==> src/rtl/seu_guard_pkg.sv <==
// Package: shared types for the self-checking register.
// Assumes: nothing beyond IEEE 1800-2017.
package seu_guard_pkg;

    // Where a detected upset is judged to lie.
    typedef enum logic [1:0] {
        LOC_NONE   = 2'd0,
        LOC_DATA   = 2'd1,
        LOC_CHECK  = 2'd2,
        LOC_PARITY = 2'd3
    } upset_loc_e;

endpackage

==> src/rtl/seu_char_tree.sv <==
// Module: seu_char_tree
// Encodes an N-bit word into its L-bit address characteristic: bit k
// is the XOR of all data bits whose 1-based address has bit k set.
// Assumes: L >= $clog2(N+1), so every address fits in L bits.
module seu_char_tree #(
    parameter int N = 16,
    parameter int L = $clog2(N + 1)
) (
    input  logic [N-1:0] data_i,
    output logic [L-1:0] char_o
);

    // Gated data bits, one row per characteristic bit.
    logic [N-1:0] sel [L];

    for (genvar k = 0; k < L; k++) begin : g_row
        for (genvar j = 0; j < N; j++) begin : g_col
            localparam int ADDR = j + 1;
            if (((ADDR >> k) & 1) == 1) begin : g_use
                assign sel[k][j] = data_i[j];
            end else begin : g_skip
                assign sel[k][j] = 1'b0;
            end
        end
        // Reduce the selected bits of this row to one characteristic bit.
        assign char_o[k] = ^sel[k];
    end

endmodule

==> src/rtl/seu_classifier.sv <==
// Module: seu_classifier
// Forms the syndrome and both fail flags, then decides where an upset
// lies and whether the data needs (and permits) a one-bit repair.
// Assumes: at most one upset between writes for a correct verdict.
module seu_classifier
    import seu_guard_pkg::*;
#(
    parameter int N = 16,
    parameter int L = $clog2(N + 1)
) (
    input  logic [L-1:0] chk_stored_i,
    input  logic [L-1:0] chk_live_i,
    input  logic         par_stored_i,
    output logic [L-1:0] syndrome_o,
    output logic         syn_fail_o,
    output logic         par_fail_o,
    output upset_loc_e   loc_o,
    output logic         corr_req_o,
    output logic         uncorr_o
);

    localparam logic [L-1:0] TOP_ADDR = L'(N);

    // Compare stored and live characteristics, and stored parity.
    always_comb begin
        syndrome_o = chk_stored_i ^ chk_live_i;
        syn_fail_o = |syndrome_o;
        par_fail_o = (^chk_stored_i) ^ par_stored_i;
    end

    // Map the two flags onto the upset location.
    always_comb begin
        unique case ({syn_fail_o, par_fail_o})
            2'b10:   loc_o = LOC_DATA;
            2'b11:   loc_o = LOC_CHECK;
            2'b01:   loc_o = LOC_PARITY;
            default: loc_o = LOC_NONE;
        endcase
    end

    // Request repair only for a data upset; flag addresses past N.
    always_comb begin
        corr_req_o = (loc_o == LOC_DATA);
        uncorr_o   = corr_req_o && (syndrome_o > TOP_ADDR);
    end

endmodule

==> src/rtl/seu_flip_decoder.sv <==
// Module: seu_flip_decoder
// Turns a syndrome address into a one-hot mask over the N data bits;
// address j+1 selects bit j, out-of-range or zero addresses select none.
// Assumes: clk/rst_n serve only the local checks.
module seu_flip_decoder #(
    parameter int N = 16,
    parameter int L = $clog2(N + 1)
) (
    input  logic         clk,
    input  logic         rst_n,
    input  logic         en_i,
    input  logic [L-1:0] addr_i,
    output logic [N-1:0] mask_o
);

    localparam logic [L-1:0] TOP_ADDR = L'(N);

    for (genvar j = 0; j < N; j++) begin : g_bit
        // Select bit j when enabled and its address matches.
        assign mask_o[j] = en_i && (addr_i == L'(j + 1));
    end


    mask_single_chk: assert property (@(posedge clk) disable iff (!rst_n)
        $onehot0(mask_o));


    mask_hit_chk: assert property (@(posedge clk) disable iff (!rst_n)
        (en_i && addr_i != '0 && addr_i <= TOP_ADDR) |-> $onehot(mask_o));

endmodule

==> src/rtl/seu_guard_reg.sv <==
// Module: seu_guard_reg (top)
// N-bit register with a stored address characteristic and a parity bit
// over it. It detects single upsets, tells data upsets from check-storage
// upsets, and repairs a data upset by inverting one bit in one cycle.
// Assumes: upset_* inputs model strikes and are 0 in normal operation.
module seu_guard_reg
    import seu_guard_pkg::*;
#(
    parameter int N = 16,
    parameter int L = $clog2(N + 1)
) (
    input  logic         clk,
    input  logic         rst_n,
    input  logic         wr_en,
    input  logic [N-1:0] wr_data,
    input  logic [N-1:0] upset_data,
    input  logic [L-1:0] upset_chk,
    input  logic         upset_par,
    output logic [N-1:0] q,
    output logic [L-1:0] syndrome,
    output logic         syn_fail,
    output logic         par_fail,
    output logic         corr_req,
    output logic         uncorr
);

    logic [N-1:0] data_q, data_nx, flip_mask;
    logic [L-1:0] chk_q, chk_nx, chk_live, chk_enc;
    logic         par_q, par_nx;
    logic         repair, reload, quiet;
    upset_loc_e   loc;

    // Characteristic of the live contents.
    seu_char_tree #(.N(N), .L(L)) i_live_tree (
        .data_i (data_q),
        .char_o (chk_live)
    );

    // Characteristic of the value about to be stored.
    seu_char_tree #(.N(N), .L(L)) i_enc_tree (
        .data_i (data_nx),
        .char_o (chk_enc)
    );

    seu_classifier #(.N(N), .L(L)) i_classify (
        .chk_stored_i (chk_q),
        .chk_live_i   (chk_live),
        .par_stored_i (par_q),
        .syndrome_o   (syndrome),
        .syn_fail_o   (syn_fail),
        .par_fail_o   (par_fail),
        .loc_o        (loc),
        .corr_req_o   (corr_req),
        .uncorr_o     (uncorr)
    );

    seu_flip_decoder #(.N(N), .L(L)) i_decode (
        .clk    (clk),
        .rst_n  (rst_n),
        .en_i   (repair),
        .addr_i (syndrome),
        .mask_o (flip_mask)
    );

    // Choose the next data: write first, then repair, else hold.
    always_comb begin
        repair = corr_req && !uncorr && !wr_en;
        reload = wr_en || repair;
        if (wr_en)       data_nx = wr_data;
        else if (repair) data_nx = data_q ^ flip_mask;
        else             data_nx = data_q;
        chk_nx = reload ? chk_enc : chk_q;
        par_nx = reload ? ^chk_enc : par_q;
    end

    // Store data, characteristic and parity, with modelled upsets applied.
    always_ff @(posedge clk) begin
        if (!rst_n) begin
            data_q <= '0;
            chk_q  <= '0;
            par_q  <= 1'b0;
        end else begin
            data_q <= data_nx ^ upset_data;
            chk_q  <= chk_nx ^ upset_chk;
            par_q  <= par_nx ^ upset_par;
        end
    end

    assign q     = data_q;
    assign quiet = (upset_data == '0) && (upset_chk == '0) && !upset_par;


    write_clean_chk: assert property (@(posedge clk) disable iff (!rst_n)
        (wr_en && quiet) |=> (q == $past(wr_data) && !syn_fail && !par_fail));


    repair_clears_chk: assert property (@(posedge clk) disable iff (!rst_n)
        (corr_req && !uncorr && !wr_en && quiet) |=> (!syn_fail && !par_fail));


    check_upset_hold_chk: assert property (@(posedge clk) disable iff (!rst_n)
        (loc == LOC_CHECK && !wr_en && quiet) |=> $stable(q));


    uncorr_hold_chk: assert property (@(posedge clk) disable iff (!rst_n)
        (uncorr && !wr_en && quiet) |=> $stable(q));

endmodule

==> config.mk <==
export PLATFORM = sky130hd
export DESIGN_NAME = seu_guard_reg
export DESIGN_NICKNAME = d
export VERILOG_FILES = /design/src/rtl/seu_guard_pkg.sv /design/src/rtl/seu_char_tree.sv /design/src/rtl/seu_classifier.sv /design/src/rtl/seu_flip_decoder.sv /design/src/rtl/seu_guard_reg.sv
export SDC_FILE = /design/constraint.sdc
export NUM_CORES = 1
export LEC_CHECK = 0
export ABC_AREA = 1
export BUFFER_PORTS_ARGS = -buffer_cell sky130_fd_sc_hd__buf_2
export CAP_MARGIN = 15
export CORE_MARGIN = 3
export CORE_UTILIZATION = 50
export CTS_CLUSTER_DIAMETER = 50
export DETAILED_ROUTE_END_ITERATION = 8
export PLACE_DENSITY = 0.75
export SLEW_MARGIN = 5
export SYNTH_ARGS = -nofsm -noshare
export SYNTH_HDL_FRONTEND = slang
export SYNTH_HIERARCHICAL = 1
export SYNTH_SLANG_ARGS = --single-unit
==> constraint.sdc <==
create_clock -name clk -period 6 [get_ports clk]
set_clock_uncertainty 0.2 [all_clocks]
set_input_delay 1.2 -clock clk [delete_from_list [all_inputs] [get_ports clk]]
set_output_delay 1.2 -clock clk [all_outputs]
set_load 0.05 [all_outputs]
Word level (Yosys, flattened, before mapping)

Index checks and enable logic that the tools add are counted.

Word-level logic and storage cells: 70
Memory bits (writable): 0
Input port bits: 41
Register bits: 22
Output and inout bits: 25
Bits in latches: 0
Memories kept: 0
Memory bits (read-only): 0

Div/mod/pow operators: 0
Reduce and logical (&&, ||, !) cells: 35
Multiply operators: 0
Mux-type cells: 5
Order comparisons: 1
$add $sub $neg: 0
Equality and inequality tests: 20
Bitwise operators: 6
Shift-type cells: 0

Operators by type and width:

| cell                 | count |
|---|---|
| $reduce_xor A16 Y1   | 10 |
| $eq A5 B4 Y1 const B | 8 |
| $mux W16             | 2 |
| $xor A16 B16 Y16     | 2 |
| $eq A5 B3 Y1 const B | 4 |
| $logic_and A1 B1 Y1  | 19 |
| $eq A5 B2 Y1 const B | 2 |
| $reduce_xor A5 Y1    | 2 |
| $xor A5 B5 Y5        | 2 |
| $pmux W2 S3          | 1 |
| $eq A5 B1 Y1 const B | 1 |
| $eq A5 B5 Y1 const B | 1 |
| $gt A5 B5 Y1 const B | 1 |
| $mux W5              | 1 |
| $reduce_or A5 Y1     | 1 |
| $eq A2 B1 Y1 const B | 2 |
| $eq A2 B2 Y1 const B | 2 |
| $logic_not A1 Y1     | 2 |
| $xor A1 B1 Y1        | 2 |
| $logic_or A1 B1 Y1   | 1 |
| $mux W1              | 1 |

Depth between registers and ports, before layout

Depth after elaboration: 18
Mapped depth: 45
Depth with buffers taken out: 45

By module

Netlist, hierarchy kept.

By module, submodules not included:

| module           | sequential area each (µm²) | cells an instance | area each (µm²) | instances |
|---|---|---|---|---|
| seu_guard_reg    | 440.4                      | 244               | 1,514.0         | 1 |
| seu_char_tree    | 0.0                        | 83                | 406.6           | 2 |
| seu_classifier   | 0.0                        | 54                | 244.0           | 1 |
| seu_flip_decoder | 0.0                        | 37                | 146.4           | 1 |

Worst setup path after synthesis

OpenSTA, ideal clock, no wires.

Path kind: register -> register
Start: reg data_q[8], in the netlist q[8]
End: reg par_q
Setup time: 0.115 ns
Stages on the path, launching flop included: 38
Slack: 0.216 ns
Path buffers: 0
Period minus slack after synthesis: 5.784 ns
Data required time: 5.685 ns
Arrival: 5.469 ns
Cells stage by stage: dfxtp_1 > inv_1 > nand2_1 > nand2_1 > xnor2_1 > inv_1 > nand2_1 > nand2_1 > xnor2_1 > nand2_1 > nor2_1 > nand2_1 > ha_1 > nand2_1 > nor2_1 > nor2_4 > inv_2 > nor2_1 > (+2 left out) > nand2_1 > nor2_1 > nand2_1 > nand2_1 > a31oi_2 > inv_1 > nand2_1 > nand2_1 > xnor2_1 > inv_1 > nand2_1 > nand2_1 > xnor2_1 > inv_1 > nand2_1 > nand3_1 > a21oi_1 > nor2_1

Longest elaborated chain between the ends: 18
Elaborated cells on any way between the ends: 58
Those cells by class: order compare: 1; eq/ne: 20; mux: 4; bitwise: 3; reduce/logical: 30

RTL lines:

| element                                      | RTL line             | source |
|---|---|---|
| start, declared                              | seu_guard_reg.sv:27  | `logic [N-1:0] data_q, data_nx, flip_mask;` |
| start signal, assigned                       | seu_guard_reg.sv:83  | `data_q <= data_nx ^ upset_data;` |
| $reduce_xor A16 Y1 *                         | seu_char_tree.sv:26  | `assign char_o[k] = ^sel[k];` |
| via chk_live[0]                              | seu_guard_reg.sv:28  | `logic [L-1:0] chk_q, chk_nx, chk_live, chk_enc;` |
| $xor A5 B5 Y5 *                              | seu_classifier.sv:26 | `syndrome_o = chk_stored_i ^ chk_live_i;` |
| $reduce_or A5 Y1 *                           | seu_classifier.sv:27 | `syn_fail_o = \|syndrome_o;` |
| via syn_fail                                 | seu_guard_reg.sv:21  | `output logic syn_fail,` |
| $eq A2 B1 Y1 or $eq A2 B2 Y1 (tied branches) | seu_classifier.sv:33 | `unique case ({syn_fail_o, par_fail_o})` |
| $pmux W2 S3 *                                | seu_classifier.sv:33 |  |
| $eq A2 B1 Y1 *                               | seu_classifier.sv:43 | `corr_req_o = (loc_o == LOC_DATA);` |
| via corr_req                                 | seu_guard_reg.sv:23  | `output logic corr_req,` |
| (+1 left out)                                | -                    |  |
| via uncorr                                   | seu_guard_reg.sv:24  | `output logic uncorr` |
| (+3 left out)                                | -                    |  |
| via repair                                   | seu_guard_reg.sv:30  | `logic repair, reload, quiet;` |
| (+1 left out)                                | -                    |  |
| via flip_mask[8]                             | seu_guard_reg.sv:27  |  |
| (+1 left out)                                | -                    |  |
| $mux W16 *                                   | seu_guard_reg.sv:70  | `else if (repair) data_nx = data_q ^ flip_mask;` |
| $mux W16 *                                   | seu_guard_reg.sv:69  | `if (wr_en) data_nx = wr_data;` |
| via data_nx[8]                               | seu_guard_reg.sv:27  |  |
| $reduce_xor A16 Y1 *                         | seu_char_tree.sv:26  |  |
| via chk_enc[0]                               | seu_guard_reg.sv:28  |  |
| $reduce_xor A5 Y1 *                          | seu_guard_reg.sv:73  | `par_nx = reload ? ^chk_enc : par_q;` |
| $mux W1 *                                    | seu_guard_reg.sv:73  |  |
| $xor A1 B1 Y1 *                              | seu_guard_reg.sv:85  | `par_q <= par_nx ^ upset_par;` |
| end signal, assigned                         | seu_guard_reg.sv:85  |  |
| end, declared                                | seu_guard_reg.sv:29  | `logic par_q, par_nx;` |

Mark *: on every way through the listed nets, which the timed path passes. The rest lies on a longest branch.
A chain may end at the register's enable or synchronous reset.

Worst setup path in the final report

Start: reg data_q[14], in the netlist q[14]
End: reg par_q

Longest elaborated chain between the ends: 18
Elaborated cells on any way between the ends: 60
Those cells by class: order compare: 1; eq/ne: 20; mux: 4; bitwise: 3; reduce/logical: 32

RTL lines:

| element                                      | RTL line             | source |
|---|---|---|
| $reduce_xor A16 Y1 *                         | seu_char_tree.sv:26  |  |
| via chk_live[0]                              | seu_guard_reg.sv:28  |  |
| $xor A5 B5 Y5 *                              | seu_classifier.sv:26 |  |
| $reduce_or A5 Y1                             | seu_classifier.sv:27 |  |
| $eq A2 B1 Y1 or $eq A2 B2 Y1 (tied branches) | seu_classifier.sv:33 |  |
| $pmux W2 S3                                  | seu_classifier.sv:33 |  |
| $eq A2 B1 Y1                                 | seu_classifier.sv:43 |  |
| $logic_and A1 B1 Y1                          | seu_classifier.sv:44 | `uncorr_o = corr_req_o && (syndrome_o > TOP_ADDR);` |
| (+3 left out)                                | -                    |  |
| via repair                                   | seu_guard_reg.sv:30  |  |
| (+1 left out)                                | -                    |  |
| via flip_mask[9]                             | seu_guard_reg.sv:27  |  |
| (+1 left out)                                | -                    |  |
| $mux W16 *                                   | seu_guard_reg.sv:70  |  |
| $mux W16 *                                   | seu_guard_reg.sv:69  |  |
| via data_nx[9]                               | seu_guard_reg.sv:27  |  |
| $reduce_xor A16 Y1 *                         | seu_char_tree.sv:26  |  |
| via chk_enc[3]                               | seu_guard_reg.sv:28  |  |
| $reduce_xor A5 Y1 *                          | seu_guard_reg.sv:73  |  |
| $mux W1 *                                    | seu_guard_reg.sv:73  |  |
| $xor A1 B1 Y1 *                              | seu_guard_reg.sv:85  |  |

Marks and branches as above.

==> flow_summary.json <==
{
  "setup_ws_ps": 1040,
  "ff2ff_path_depth": 40,
  "min_delay_worst_endpoint": "chk_q[1]",
  "grt_max_degree": 33,
  "pre_cts_ws_ps": 1100,
  "ys.warnings.count": 6,
  "post_route_cells_drive_above_1_share_pct": 17.0,
  "antennaDiodeCount": 0,
  "critical_path.reg2reg.endpoint": "par_q",
  "cts_tree": "done",
  "fin_hold_ws_ps": 461,
  "postRouteAntennaNets": 0,
  "count_of_nets_after_finishing": 602,
  "via_count_of_the_first_global_routing_pass": 2824,
  "critPathBufInv": 6,
  "status": "complete, no violations",
  "initial_utilization_pct": 52.4,
  "die-area_sq_mm": 0.00634,
  "cts-hold-fix-buffers": 0,
  "post-dp-hpwl_mm": 5.87,
  "required_ps": 5970,
  "globalRouteOverflowTotal": 0,
  "relSlewSlack_pct": 41.4,
  "vias": 3085,
  "boundaryPins": 66,
  "worstHoldPathCells": 2,
  "critical-path-slowest-cell": "dfxtp_1",
  "crit_path_max_fanout": 7,
  "period_minus_slack_ps": 4960,
  "rrSetupSlack_ps": 1040,
  "maxCapViolations": 0,
  "drv_slew": 0,
  "layout.filler_cells": 531,
  "worst_path_dominant_cell_family": "simple AND/OR/NAND/NOR gates",
  "tritoncts.num_buffers": 3,
  "gp_congestion": 0.907,
  "clock_network_latency_to_the_later_pin_of_the_worst_skew_pair_ps": 270,
  "syn_nets": 541,
  "h-tree-depth": 1,
  "die_height_um": 79.6,
  "pwr_density_cell_mw_per_mm2": 413,
  "dr.first_iter.drc_count": 162,
  "timing_hold_violations_final": 0,
  "grt_first_pass_wirelength_mm": 12.2,
  "mapped_cells": 499,
  "placementRows": 26,
  "worst-setup-path-type": "reg2reg",
  "hp-class": "reg2reg",
  "average_wire_per_standard_cell_um": 11.3,
  "core_area_sq_mm": 0.00517,
  "port_buffers": 65,
  "mappedNetlistArea_sq_mm": 0.00271,
  "cts_sinks": 22,
  "pin_slew_with_the_least_headroom_to_its_limit_ps": 873,
  "peakVddDrop_mv": 0.230,
  "drc": 0,
  "critPathCaptureType": "flip-flop",
  "route.final.wire_length_mm": 7.10,
  "chipWidth_um": 79.6,
  "final.period_utilization_pct": 82.7,
  "detailed_routing_iteration_count_for_the_pre_antenna_repair_pass": 5,
  "viasPerCell": 4.90,
  "post-layout-total-power_mw": 1.29,
  "p_leak_nw": 1.68,
  "cp-start-kind": "flip-flop",
  "critical_path.most_common_cell": "nand2_1",
  "fmax_mhz": 202,
  "layout_overhead_on_the_synthesized_area_pct": 15.5,
  "postCtsSetupBuffers": 0,
  "cts.root.buffer_cell": "clkbuf_8",
  "worst_ep_arrival_time_ps": 4930,
  "fin_setup_tns_ps": 0,
  "grtUsageTotal_pct": 23.7,
  "report.final.setup_viol": 0,
  "avg_inst_size_synth_sq_um": 5.43,
  "rsz_0062_raised_after_global_routing": "no",
  "critical-path-max-stage-delay_ps": 470,
  "min_from": "chk_q[1]",
  "clk_path_buf_depth": 2,
  "clk_pin_slew_ps": 80,
  "post_cts.resized_instances": 0,
  "regToRegStartpoint": "q[14]",
  "grt_antenna_before_repair": 0
}
-- where the power goes --
| part | internal, mW | leakage (nW) | switching (mW) |
|---|---|---|---|
| logic | 0.268 | 1.46 | 0.662 |
| registers | 0.172 | 0.184 | 0.0488 |
| clock network | 0.0892 | 0.0357 | 0.0529 |
| total | 0.530 | 1.68 | 0.764 |
-- worst min-delay path, delay by kind of cell, from the launching register on --
kind | cells | cell delay [ps]
AO/OA/AOI/OAI | 2 | 230
flip-flops | 1 | 390
-- worst max-delay path by stage --
stage	startpoint	to	slack [ps]	depth (start not counted)
final	q[14]	par_q	1040	40
after global routing	q[10]	par_q	290	40
after CTS	q[8]	par_q	1070	40
after detailed placement	q[14]	par_q	1100	40
after global placement	q[14]	par_q	1280	40
after floorplan	q[8]	par_q	220	37
-- per-layer routing --
| layer | vias to the layer above | track usage [%] | share of wire, % |
|---|---|---|---|
| met5 | - | 0 | 0 |
| met4 | 0 | 5.15 | 1.4 |
| met3 | 12 | 2.60 | 5.7 |
| met2 | 93 | 39.1 | 46 |
| met1 | 1359 | 33.1 | 47 |
| li1 | 1621 | - | - |
-- sequential cells by signal, summed over array words and instances (netlist names) --
register,count
q,16
chk_q,5
par_q,1
-- cell type report --
type                       count  area (sq um)  area share [%]
clock buffer                   3          41.3            1.32
multi-input combinational    392          1910            61.1
clock inverter                 1          30.0           0.959
timing repair buffer          67           340            10.9
tap                           70          87.6            2.80
inverter                      74           278            8.87
sequential                    22           440            14.1
-- through the flow --
step / util (%) / cells / area [sq um]
global placement: 59.1 / 625 / 3060
global route: 60.5 / 629 / 3130
CTS: 60.5 / 629 / 3130
finish: 60.5 / 629 / 3130
floorplan: - / 499 / 2710
detailed placement: 59.1 / 625 / 3060
-- layout by cell type (no fill, tap or decap), types with 2 or more instances in the layout --
cell type / n
o21ai_0: 5
o21ai_2: 3
nand3_1: 35
a31oi_2: 16
o21ai_1: 2
a21oi_1: 6
buf_2: 65
dfxtp_1: 22
clkbuf_8: 3
nand2_1: 206
inv_1: 72
xor2_1: 8
buf_4: 2
nor2_1: 76
xnor2_1: 30
No activity file was read; power rests on OpenSTA's default activity.
